File: src/rtl/sigmul_pkg.sv
package sigmul_pkg;

  typedef enum logic [1:0] {
    ST_IDLE = 2'd0,
    ST_ACC  = 2'd1,
    ST_NORM = 2'd2
  } sm_state_e;

  // Partial-product issue order; the accumulation depends on it.
  typedef enum logic [1:0] {
    PP_LOLO = 2'd0,
    PP_HIHI = 2'd1,
    PP_LOHI = 2'd2,
    PP_HILO = 2'd3
  } pp_sel_e;

endpackage

File: src/rtl/sigmul_rst_sync.sv
module sigmul_rst_sync (
  input  logic clk,
  input  logic rst_ni,
  output logic rst_no
);

  logic [1:0] sync_q;

  always_ff @(posedge clk or negedge rst_ni) begin
    if (!rst_ni) sync_q <= 2'b00;
    else         sync_q <= {sync_q[0], 1'b1};
  end

  assign rst_no = sync_q[1];

endmodule

File: src/rtl/sigmul_ctrl.sv
module sigmul_ctrl
  import sigmul_pkg::*;
(
  input  logic    clk,
  input  logic    rst_n,
  input  logic    start,
  output logic    busy,
  output logic    done,
  output logic    load,
  output logic    acc_en,
  output pp_sel_e sel,
  output logic    ld_out
);

  sm_state_e  state_q, state_d;
  logic [1:0] step_q, step_d;
  logic       done_q, done_d;

  always_comb begin
    state_d = state_q;
    step_d  = step_q;
    done_d  = 1'b0;
    case (state_q)
      ST_IDLE: begin
        if (start) begin
          state_d = ST_ACC;
          step_d  = 2'd0;
        end
      end
      ST_ACC: begin
        step_d = step_q + 2'd1;
        if (step_q == 2'd3) state_d = ST_NORM;
      end
      ST_NORM: begin
        state_d = ST_IDLE;
        done_d  = 1'b1;
      end
      default: state_d = ST_IDLE;
    endcase
  end

  always_ff @(posedge clk or negedge rst_n) begin
    if (!rst_n) begin
      state_q <= ST_IDLE;
      step_q  <= 2'd0;
      done_q  <= 1'b0;
    end else begin
      state_q <= state_d;
      step_q  <= step_d;
      done_q  <= done_d;
    end
  end

  assign busy   = (state_q != ST_IDLE);
  assign done   = done_q;
  assign load   = start && (state_q == ST_IDLE);
  assign acc_en = (state_q == ST_ACC);
  assign sel    = pp_sel_e'(step_q);
  assign ld_out = (state_q == ST_NORM);

  AST_DONE_PULSE: assert property (@(posedge clk) disable iff (!rst_n)
    done |=> !done);
  AST_DONE_IDLE: assert property (@(posedge clk) disable iff (!rst_n)
    done |-> !busy);
  AST_ACCEPT_BUSY: assert property (@(posedge clk) disable iff (!rst_n)
    (start && !busy) |=> busy);

endmodule

File: src/rtl/sigmul_operands.sv
module sigmul_operands #(
  parameter int SIG_W  = 24,
  parameter int HALF_W = 16,
  parameter int EXP_W  = 10
) (
  input  logic                    clk,
  input  logic                    rst_n,
  input  logic                    load,
  input  logic                    busy,
  input  logic                    start,
  input  logic [SIG_W-1:0]        x_sig,
  input  logic [SIG_W-1:0]        y_sig,
  input  logic signed [EXP_W-1:0] x_exp,
  input  logic signed [EXP_W-1:0] y_exp,
  input  logic                    x_sign,
  input  logic                    y_sign,
  input  logic                    negate,
  output logic [HALF_W-1:0]       x_hi,
  output logic [HALF_W-1:0]       x_lo,
  output logic [HALF_W-1:0]       y_hi,
  output logic [HALF_W-1:0]       y_lo,
  output logic signed [EXP_W:0]   exp_sum,
  output logic                    prod_sign
);

  localparam int WORD_W   = 2 * HALF_W;
  localparam int ALIGN_SH = WORD_W - SIG_W;

  logic [WORD_W-1:0]     xw_q, xw_d, yw_q, yw_d;
  logic signed [EXP_W:0] es_q, es_d;
  logic                  sg_q, sg_d;

  always_comb begin
    xw_d = xw_q;
    yw_d = yw_q;
    es_d = es_q;
    sg_d = sg_q;
    if (load) begin
      xw_d = {x_sig, {ALIGN_SH{1'b0}}};
      yw_d = {y_sig, {ALIGN_SH{1'b0}}};
      es_d = $signed({x_exp[EXP_W-1], x_exp}) + $signed({y_exp[EXP_W-1], y_exp});
      sg_d = x_sign ^ y_sign ^ negate;
    end
  end

  always_ff @(posedge clk or negedge rst_n) begin
    if (!rst_n) begin
      xw_q <= '0;
      yw_q <= '0;
      es_q <= '0;
      sg_q <= 1'b0;
    end else begin
      xw_q <= xw_d;
      yw_q <= yw_d;
      es_q <= es_d;
      sg_q <= sg_d;
    end
  end

  assign x_hi      = xw_q[WORD_W-1:HALF_W];
  assign x_lo      = xw_q[HALF_W-1:0];
  assign y_hi      = yw_q[WORD_W-1:HALF_W];
  assign y_lo      = yw_q[HALF_W-1:0];
  assign exp_sum   = es_q;
  assign prod_sign = sg_q;

  AST_BUSY_START_IGNORED: assert property (@(posedge clk) disable iff (!rst_n)
    (start && busy) |=> ($stable(xw_q) && $stable(yw_q) && $stable(es_q) && $stable(sg_q)));

endmodule

File: src/rtl/sigmul_accum.sv
module sigmul_accum
  import sigmul_pkg::*;
#(
  parameter int HALF_W = 16
) (
  input  logic                  clk,
  input  logic                  rst_n,
  input  logic                  acc_en,
  input  pp_sel_e               sel,
  input  logic [HALF_W-1:0]     x_hi,
  input  logic [HALF_W-1:0]     x_lo,
  input  logic [HALF_W-1:0]     y_hi,
  input  logic [HALF_W-1:0]     y_lo,
  output logic [2*HALF_W-1:0]   acc_hi,
  output logic [2*HALF_W-1:0]   acc_lo
);

  localparam int WORD_W = 2 * HALF_W;

  logic [HALF_W-1:0] op_a, op_b;
  logic [WORD_W-1:0] pp;
  logic [WORD_W-1:0] hi_q, hi_d, lo_q, lo_d;
  logic [WORD_W:0]   lo_sum;

  // Single shared multiplier, operands picked by the issue slot.
  always_comb begin
    case (sel)
      PP_LOLO: begin op_a = x_lo; op_b = y_lo; end
      PP_HIHI: begin op_a = x_hi; op_b = y_hi; end
      PP_LOHI: begin op_a = x_lo; op_b = y_hi; end
      default: begin op_a = x_hi; op_b = y_lo; end
    endcase
  end

  assign pp     = WORD_W'(op_a) * WORD_W'(op_b);
  assign lo_sum = {1'b0, lo_q} + {1'b0, pp[HALF_W-1:0], {HALF_W{1'b0}}};

  always_comb begin
    hi_d = hi_q;
    lo_d = lo_q;
    if (acc_en) begin
      case (sel)
        PP_LOLO: lo_d = pp;
        PP_HIHI: hi_d = pp;
        default: begin
          lo_d = lo_sum[WORD_W-1:0];
          hi_d = hi_q + WORD_W'(lo_sum[WORD_W])
               + {{HALF_W{1'b0}}, pp[WORD_W-1:HALF_W]};
        end
      endcase
    end
  end

  always_ff @(posedge clk or negedge rst_n) begin
    if (!rst_n) begin
      hi_q <= '0;
      lo_q <= '0;
    end else begin
      hi_q <= hi_d;
      lo_q <= lo_d;
    end
  end

  assign acc_hi = hi_q;
  assign acc_lo = lo_q;

endmodule

File: src/rtl/sigmul_norm.sv
module sigmul_norm #(
  parameter int WORD_W = 32,
  parameter int OUT_W  = 27,
  parameter int EXPS_W = 11
) (
  input  logic                     clk,
  input  logic                     rst_n,
  input  logic                     ld,
  input  logic [WORD_W-1:0]        acc_hi,
  input  logic [WORD_W-1:0]        acc_lo,
  input  logic signed [EXPS_W-1:0] exp_in,
  input  logic                     sign_in,
  output logic [OUT_W-1:0]         sig_o,
  output logic signed [EXPS_W-1:0] exp_o,
  output logic                     sign_o
);

  localparam int SH_WIDE   = WORD_W - OUT_W;
  localparam int SH_NARROW = SH_WIDE - 1;

  logic [WORD_W-1:0]        rm;
  logic [OUT_W-1:0]         sig_n, sig_q, sig_d;
  logic signed [EXPS_W-1:0] exp_n, exp_q, exp_d;
  logic                     sgn_q, sgn_d;

  assign rm = acc_hi | {{(WORD_W-1){1'b0}}, |acc_lo};

  always_comb begin
    if (rm[WORD_W-1]) begin
      sig_n = rm[WORD_W-1 -: OUT_W] | {{(OUT_W-1){1'b0}}, |rm[SH_WIDE-1:0]};
      exp_n = exp_in + EXPS_W'(1);
    end else begin
      sig_n = rm[WORD_W-2 -: OUT_W] | {{(OUT_W-1){1'b0}}, |rm[SH_NARROW-1:0]};
      exp_n = exp_in;
    end
  end

  always_comb begin
    sig_d = sig_q;
    exp_d = exp_q;
    sgn_d = sgn_q;
    if (ld) begin
      sig_d = sig_n;
      exp_d = exp_n;
      sgn_d = sign_in;
    end
  end

  always_ff @(posedge clk or negedge rst_n) begin
    if (!rst_n) begin
      sig_q <= '0;
      exp_q <= '0;
      sgn_q <= 1'b0;
    end else begin
      sig_q <= sig_d;
      exp_q <= exp_d;
      sgn_q <= sgn_d;
    end
  end

  assign sig_o  = sig_q;
  assign exp_o  = exp_q;
  assign sign_o = sgn_q;

  AST_PRODUCT_TOP: assert property (@(posedge clk) disable iff (!rst_n)
    ld |-> (acc_hi[WORD_W-1] || acc_hi[WORD_W-2]));
  AST_LEAD_BIT: assert property (@(posedge clk) disable iff (!rst_n)
    ld |=> sig_o[OUT_W-1]);
  AST_RESULT_HOLD: assert property (@(posedge clk) disable iff (!rst_n)
    !ld |=> ($stable(sig_o) && $stable(exp_o) && $stable(sign_o)));

endmodule

File: src/rtl/sigmul_seq.sv
module sigmul_seq
  import sigmul_pkg::*;
#(
  parameter int SIG_W  = 24,
  parameter int HALF_W = 16,
  parameter int EXP_W  = 10
) (
  input  logic                    clk,
  input  logic                    rst_ni,
  input  logic                    start,
  input  logic [SIG_W-1:0]        x_sig,
  input  logic [SIG_W-1:0]        y_sig,
  input  logic signed [EXP_W-1:0] x_exp,
  input  logic signed [EXP_W-1:0] y_exp,
  input  logic                    x_sign,
  input  logic                    y_sign,
  input  logic                    negate,
  output logic                    busy,
  output logic                    done,
  output logic [SIG_W+2:0]        res_sig,
  output logic signed [EXP_W:0]   res_exp,
  output logic                    res_sign
);

  localparam int WORD_W = 2 * HALF_W;
  localparam int OUT_W  = SIG_W + 3;

  logic              rst_n;
  logic              load, acc_en, ld_out;
  pp_sel_e           sel;
  logic [HALF_W-1:0] x_hi, x_lo, y_hi, y_lo;
  logic signed [EXP_W:0] exp_sum;
  logic              prod_sign;
  logic [WORD_W-1:0] acc_hi, acc_lo;

  sigmul_rst_sync u_rst (
    .clk    (clk),
    .rst_ni (rst_ni),
    .rst_no (rst_n)
  );

  sigmul_ctrl u_ctrl (
    .clk    (clk),
    .rst_n  (rst_n),
    .start  (start),
    .busy   (busy),
    .done   (done),
    .load   (load),
    .acc_en (acc_en),
    .sel    (sel),
    .ld_out (ld_out)
  );

  sigmul_operands #(.SIG_W(SIG_W), .HALF_W(HALF_W), .EXP_W(EXP_W)) u_ops (
    .clk       (clk),
    .rst_n     (rst_n),
    .load      (load),
    .busy      (busy),
    .start     (start),
    .x_sig     (x_sig),
    .y_sig     (y_sig),
    .x_exp     (x_exp),
    .y_exp     (y_exp),
    .x_sign    (x_sign),
    .y_sign    (y_sign),
    .negate    (negate),
    .x_hi      (x_hi),
    .x_lo      (x_lo),
    .y_hi      (y_hi),
    .y_lo      (y_lo),
    .exp_sum   (exp_sum),
    .prod_sign (prod_sign)
  );

  sigmul_accum #(.HALF_W(HALF_W)) u_acc (
    .clk    (clk),
    .rst_n  (rst_n),
    .acc_en (acc_en),
    .sel    (sel),
    .x_hi   (x_hi),
    .x_lo   (x_lo),
    .y_hi   (y_hi),
    .y_lo   (y_lo),
    .acc_hi (acc_hi),
    .acc_lo (acc_lo)
  );

  sigmul_norm #(.WORD_W(WORD_W), .OUT_W(OUT_W), .EXPS_W(EXP_W + 1)) u_norm (
    .clk     (clk),
    .rst_n   (rst_n),
    .ld      (ld_out),
    .acc_hi  (acc_hi),
    .acc_lo  (acc_lo),
    .exp_in  (exp_sum),
    .sign_in (prod_sign),
    .sig_o   (res_sig),
    .exp_o   (res_exp),
    .sign_o  (res_sign)
  );

endmodule

File: config.mk
export PLATFORM = sky130hd
export DESIGN_NAME = sigmul_seq
export DESIGN_NICKNAME = d
export VERILOG_FILES = /design/src/rtl/sigmul_pkg.sv /design/src/rtl/sigmul_rst_sync.sv /design/src/rtl/sigmul_ctrl.sv /design/src/rtl/sigmul_operands.sv /design/src/rtl/sigmul_accum.sv /design/src/rtl/sigmul_norm.sv /design/src/rtl/sigmul_seq.sv
export SDC_FILE = /design/constraint.sdc
export NUM_CORES = 1
export LEC_CHECK = 0
export BUFFER_PORTS_ARGS = -buffer_cell sky130_fd_sc_hd__buf_2
export CORE_MARGIN = 4
export CORE_UTILIZATION = 55
export DETAILED_ROUTE_END_ITERATION = 10
export PLACE_DENSITY_LB_ADDON = 0.15
export RECOVER_POWER = 100
export SLEW_MARGIN = 20
export SYNTH_ARGS = -nofsm -noshare
export SYNTH_HDL_FRONTEND = slang
export SYNTH_SLANG_ARGS = --single-unit
File: constraint.sdc
create_clock -name clk -period 15.3 [get_ports clk]
set_input_delay 3.06 -clock clk [delete_from_list [all_inputs] [get_ports clk]]
set_output_delay 3.06 -clock clk [all_outputs]
set_load 0.01 [all_outputs]
# After elaboration in Yosys (flattened, before gate mapping)

Cells that the tools add are included.

$add $sub $neg: 6
Multiply operators: 1
Equal/unequal tests: 7
Muxes and demuxes: 12
Bitwise gates (word level): 7
Reduce and logical (&&, ||, !) cells: 14

Operators with widths:

| cell                                          | number |
|---|---|
| one-hot mux 32 bit (2 select lines)           | 2 |
| bitwise OR 27 x 1 -> 27 bit                   | 2 |
| adder 32 x 32 -> 33 bit                       | 1 |
| adder 32 x 1 -> 32 bit                        | 1 |
| adder 32 x 16 -> 32 bit                       | 1 |
| multiplier 16 x 16 -> 32 bit                  | 1 |
| two-way mux 16 bit                            | 2 |
| bitwise OR 32 x 1 -> 32 bit                   | 1 |
| OR reduction 32 bit                           | 1 |
| two-way mux 27 bit                            | 1 |
| adder 10 x 10 -> 11 bit                       | 1 |
| adder 11 x 2 -> 11 bit, second input constant | 1 |
| two-way mux 11 bit                            | 1 |
| one-hot mux 2 bit (2 select lines)            | 2 |
| AND reduction 2 bit                           | 4 |
| == test 2 bit, second input constant          | 3 |
| two-way mux 2 bit                             | 3 |
| OR reduction 5 bit                            | 1 |
| == test 2 x 1 -> 1 bit, second input constant | 2 |
| zero test 2 bit                               | 2 |
| nonzero test 2 bit                            | 2 |
| OR reduction 2 bit                            | 2 |
| OR reduction 4 bit                            | 1 |
| adder 2 x 1 -> 2 bit, second input constant   | 1 |
| other kinds (6)                               | 8 |

Bits in registers: 170
Bits of input ports: 74
Output and inout port bits: 41
Logic and storage cells: 60

# Depth between registers and ports, before layout

Depth after elaboration: 8
Depth in mapped cells: 40
Mapped depth without buffers: 38

# Modules after synthesis

A second synthesis with hierarchy kept.

Cells, all modules: 2,003
Area, all modules: 18,576.6 um2

Modules (own cells, without submodules):

| module          | times used | cells each | area each (um2) | seq. area each (um2) |
|---|---|---|---|---|
| sigmul_accum    | 1          | 1,575      | 13,534.2        | 1,601.5 |
| sigmul_operands | 1          | 211        | 2,819.0         | 1,501.4 |
| sigmul_norm     | 1          | 198        | 1,939.4         | 975.9 |
| sigmul_ctrl     | 1          | 16         | 230.2           | 125.1 |
| sigmul_rst_sync | 1          | 3          | 53.8            | 50.0 |

# Least setup slack after synthesis

OpenSTA, ideal clock, no wires.

Path type: reg2reg
Start: register u_ctrl.step_q[0], in the netlist u_ctrl.sel[0]
End: register u_acc.hi_q[24], in the netlist u_acc.acc_hi[24]
Setup time: 0.126 ns
Arrival time: 9.333 ns
Required time: 15.174 ns
Setup slack: 5.841 ns
Cell stages (with the launch flop): 38
Path buffers: 2
Clock period less this slack: 9.459 ns
Cells stage by stage: dfrtp_1 > inv_1 > ha_1 > nor2_1 > clkbuf_1 > clkbuf_1 > nand2_1 > nor2_1 > fa_1 > fa_1 > ha_1 > fa_1 > inv_1 > fa_1 > fa_1 > inv_1 > ha_1 > a21o_1 > [... 2 more ...] > nand2b_1 > a21oi_1 > xnor2_1 > ha_1 > a21o_1 > a31oi_1 > o21bai_1 > a21o_1 > fa_1 > fa_1 > a21o_1 > a211oi_1 > o221ai_1 > nand2_1 > a21boi_4 > nand2_1 > mux2_2 > a221o_1

Word-level cells in the longest chain between the ends: 8

Ends and longest elaborated chain:

| what                                        | RTL line           | RTL |
|---|---|---|
| from (decl)                                 | sigmul_ctrl.sv:16  | `logic [1:0] step_q, step_d;` |
| from (signal assigned)                      | sigmul_ctrl.sv:49  | `step_q <= step_d;` |
| == test 2 bit, or another cell as far along | sigmul_accum.sv:27 | `case (sel)` |
| OR reduction 2 bit (no line)                | --                 |  |
| two-way mux 16 bit                          | sigmul_accum.sv:27 |  |
| multiplier 16 x 16 -> 32 bit                | sigmul_accum.sv:35 | `assign pp = WORD_W'(op_a) * WORD_W'(op_b);` |
| adder 32 x 32 -> 33 bit                     | sigmul_accum.sv:36 | `assign lo_sum = {1'b0, lo_q} + {1'b0, pp[HALF_W-1:0], {HALF_W{1'b0}}};` |
| adder 32 x 1 -> 32 bit                      | sigmul_accum.sv:47 | `hi_d = hi_q + WORD_W'(lo_sum[WORD_W])` |
| adder 32 x 16 -> 32 bit                     | sigmul_accum.sv:48 | `+ {{HALF_W{1'b0}}, pp[WORD_W-1:HALF_W]};` |
| one-hot mux 32 bit (2 select lines)         | sigmul_accum.sv:42 | `case (sel)` |
| to (signal assigned)                        | sigmul_accum.sv:59 | `hi_q <= hi_d;` |
| to (decl)                                   | sigmul_accum.sv:22 | `logic [WORD_W-1:0] hi_q, hi_d, lo_q, lo_d;` |

Several ways; a longest one is shown, not always the timed one.
A chain may end at the register's enable or synchronous reset.

# Worst setup path after layout

Ends and elaborated chain as after synthesis.

==> run summary <==
STA
--------------------------------------------------------------------------------------
Count of endpoints failing setup in the final report                                 0
Least-Margin Pin Slew                                                          4.05 ns
Final clock skew                                                             0.0146 ns
Highest Clock Rate                                                            80.7 MHz
Final period demand of the worst path                                         12.39 ns
Final critical-path share of the clock period                                    0.810
Minimum setup slack in the final design                                        2.91 ns
Headroom to the max-slew limit                                                   -1.70
Total negative setup slack                                                        0 ns
Count of final max-slew check failures                                             363
RSZ-0062 raised after global routing                                                no
Final hold viol count                                                                0

YOSYS
--------------------------------------------------------------------------------------
Cells after synthesis                                                             2096
Async S/R FF share, synth                                                         1.00
Share of synthesized area occupied by flip-flops and latches                     0.234
Number of flops mapped to enable cells by yosys                                      0
Count of cell types in the netlist                                                  77
Post-synth net total                                                              2519
Yosys Warn Count                                                                     0
Synth Flop Type                                                                dfrtp_1
Summed instance area of the synthesized netlist                              18200 um2
Post-synthesis average cell area                                              8.68 um2
Synth Register Bits                                                                170

PLACEMENT
--------------------------------------------------------------------------------------
HPWL after detailed placement                                                 39500 um
Post-placement worst setup slack                                               4.88 ns
Placed cell count                                                                 2582
Instance area at placement                                                   19200 um2
Buffers on Ports                                                                   114
GPL Wtd Cong                                                                     0.971

FINAL LAYOUT
--------------------------------------------------------------------------------------
Layout cells sized above 1                                                      0.0709
Number of antenna diodes                                                             0
Layout Nets                                                                       2582
Sequential standard cell area                                                 4260 um2
Fillers                                                                           2931
Layout Cell Area excl Fill                                                   19600 um2
Multi-input gate area                                                        12600 um2
Area Growth Syn to Fin                                                           7.79%
Layout Cells excl Fill                                                            2614

FLOORPLAN
--------------------------------------------------------------------------------------
Die footprint                                                                36000 um2
Starting utilization of the core area                                            0.558
Die span in x                                                                   190 um
Top-level I/O count                                                                115
Placement Rows                                                                      66
Std-Cell Core Area                                                           32600 um2
Die height                                                                      190 um

DETAILED ROUTING
--------------------------------------------------------------------------------------
Total via count in the routed design                                             14800
Average via count per standard cell                                               5.67
Routed length per placed instance                                              19.1 um
Violation count after the first detailed-routing iteration                        1194
Antenna violation net count after detailed routing                                   0
DRC Markers                                                                          0
Count of TritonRoute iterations in the first routing pass                            5
Final WL                                                                      50000 um

CRITICAL PATH
--------------------------------------------------------------------------------------
Maximum net fanout on the critical path                                             41
Type of the worst setup path                                                   reg2reg
Cell type with the highest occurrence count on the critical path                  fa_1
Stage delay of the slowest cell on the critical path                           1.46 ns
Data arrival time of the critical path                                        12.74 ns
Highest-delay cell along the critical path                                    clkbuf_1
Critical Path Source Type                                                    flip-flop
Required arrival time at the worst endpoint                                   15.65 ns
Worst setup EP type                                                          flip-flop

GLOBAL ROUTING
--------------------------------------------------------------------------------------
Wire length of the first global-routing pass                                  81000 um
Number of antenna violations at the first check in global routing                    0
Global route total overflow                                                          0
GRT Resource Usage Total                                                         0.286
Vias in the first global route                                                   14900
Maximum number of pins on one net before global-route repair                        77

CLOCKING
--------------------------------------------------------------------------------------
Maximum count of clock buffers along a single path                                   2
Number of buffers added to fix hold violations after cts                             0
Total number of H-tree levels                                                        4
Setup repair bufs after CTS                                                          0
Worst-skew pair later-pin latency                                              0.46 ns
Clock tree from TritonCTS                                                          yes
Sinks on the clock net                                                             170
Number of buffers added by the clock tree synthesis step                            17
CTS Root Buffer Type                                                         clkbuf_16
Clock slew at the register clock pins of the worst setup and hold paths        0.07 ns
Post-CTS resize count                                                                0

RUN STATUS
--------------------------------------------------------------------------------------
Violations in the final reports                                           max-capacitance violations, max-slew violations
Outcome                                                                   finished, violations left

FLOW RUN
--------------------------------------------------------------------------------------
Maximum Capacitance Violations                                                       6

HOLD PATH
--------------------------------------------------------------------------------------
Type of the most critical hold path                                            reg2reg

## metrics by stage
step / utilization / hold WS [ns]
after floorplan: - / 0.331
after global placement: 0.587 / 0.303
after detailed placement: 0.587 / 0.312
after CTS: 0.606 / 0.321
after global routing: 0.601 / 0.384
final: 0.601 / 0.364
## final timing paths
| kind | depth (start not counted) | slack [ns] | from | end |
|---|---|---|---|---|
| worst max-delay path | 37 | 2.91 | u_ctrl.sel[0] | u_acc.acc_hi[24] |
| worst min-delay path | 0 | 0.36 | u_rst.sync_q[0] | u_rst.sync_q[1] |
| worst max register to register | 37 | 2.91 | u_ctrl.sel[0] | u_acc.acc_hi[24] |
| worst min register to register | 0 | 0.36 | u_rst.sync_q[0] | u_rst.sync_q[1] |
| max in group asynchronous | 2 | 7.47 | u_rst.sync_q[1] | u_acc.acc_hi[31] |
| min in group asynchronous | 0 | 0.64 | u_rst.sync_q[1] | u_ops.xw_q[30] |
## synthesized netlist by cell type (3+ instances only)
cell type,number,area share
nor2_1,179,0.037
a221o_1,5,0.0028
a211o_1,3,0.0014
o31ai_1,7,0.0029
nor3_1,13,0.0036
a311oi_1,8,0.0039
o41ai_1,3,0.0014
buf_1,13,0.0027
fa_1,198,0.22
o21a_1,8,0.0033
dfrtp_1,170,0.23
nand4_1,10,0.0034
o211ai_2,3,0.0021
a22o_1,12,0.0058
nor4_1,12,0.0041
nor2b_1,7,0.0024
xnor2_1,45,0.022
a21oi_1,74,0.020
nand2_1,435,0.090
a211oi_2,3,0.0021
o21ai_1,5,0.0014
o211a_1,4,0.0022
nor3b_1,5,0.0021
ha_1,151,0.10
a31oi_1,18,0.0062
nand3_1,26,0.0072
o21ai_0,96,0.026
a21o_1,30,0.012
a211oi_1,3,0.0012
o21bai_1,6,0.0025
mux2i_1,55,0.030
xor2_1,22,0.011
and2_1,29,0.010
nand2b_1,10,0.0034
o22ai_1,6,0.0021
clkbuf_1,79,0.016
o211ai_1,9,0.0037
mux2_2,18,0.011
and3_1,14,0.0048
a2111oi_0,4,0.0019
inv_1,250,0.052
## state kept, by name, indices dropped and copies added (netlist names)
name,count
u_acc.acc_lo,32
u_rst.sync_q,2
u_ctrl.done,1
u_ops.exp_sum,11
u_ops.xw_q,24
u_ops.yw_q,24
u_ops.prod_sign,1
u_norm.exp_o,11
u_norm.sign_o,1
u_ctrl.state_q,2
u_norm.sig_o,27
u_ctrl.sel,2
u_acc.acc_hi,32
## metal layers
layer  vias up  global-route usage  wire [um]
li1       6956                   -          -
met1      7315               0.414      22500
met2       481               0.440      22700
met3        73              0.0640       3630
met4         0              0.0776       1150
met5         -                   0          0
## cell usage in the layout, fill, tap and decap left out, types with 4 or more instances in the layout
| master | count |
|---|---|
| a2111oi_0 | 4 |
| a21o_1 | 30 |
| a21oi_1 | 74 |
| a221o_1 | 5 |
| a22o_1 | 12 |
| a311oi_1 | 9 |
| a31oi_1 | 18 |
| and2_0 | 4 |
| and2_1 | 24 |
| and3_1 | 14 |
| buf_2 | 71 |
| buf_4 | 16 |
| clkbuf_1 | 52 |
| clkbuf_16 | 17 |
| dfrtp_1 | 169 |
| fa_1 | 198 |
| ha_1 | 151 |
| inv_1 | 250 |
| mux2_2 | 17 |
| mux2i_1 | 55 |
| nand2_1 | 434 |
| nand2b_1 | 9 |
| nand3_1 | 26 |
| nand4_1 | 10 |
| nor2_1 | 178 |
| nor2b_1 | 7 |
| nor3_1 | 13 |
| nor3b_1 | 5 |
| nor4_1 | 12 |
| o211a_1 | 4 |
| o211ai_1 | 11 |
| o21a_1 | 8 |
| o21ai_0 | 99 |
| o21ai_1 | 4 |
| o21bai_1 | 6 |
| o22ai_1 | 6 |
| o31ai_1 | 8 |
| xnor2_1 | 45 |
| xor2_1 | 23 |
## cell type report
cell class / instances / share of cell area
multi-input combinational: 1582 / 0.642
clock buffer: 21 / 0.0240
clock inverter: 11 / 0.00683
inverter: 250 / 0.0479
sequential: 170 / 0.217
tap: 442 / 0.0282
timing repair buffer: 138 / 0.0340
## cells by family after synthesis
family | synth area share
flip-flops | 0.234
adder cells (fa/ha/maj) | 0.322
buffers and inverters | 0.0711
XOR/XNOR | 0.0341
multiplexers | 0.0414
AO/OA/AOI/OAI | 0.125
other | 0.000206
AND/OR/NAND/NOR | 0.173
## critical path, delay by kind of cell, from the launching register on
family	cells	cell delay (ns)
buffers and inverters	5	1.93
and+or+nand+nor	6	1.60
DFF	1	0.41
AOI/OAI and AO/OA	13	3.40
xor gates and xnor gates	1	0.22
muxes	1	0.35
adders and majority gates	11	4.33
Power is not shown: default switching activity piles up to over one toggle a cycle in this logic, so the estimate is an artifact.
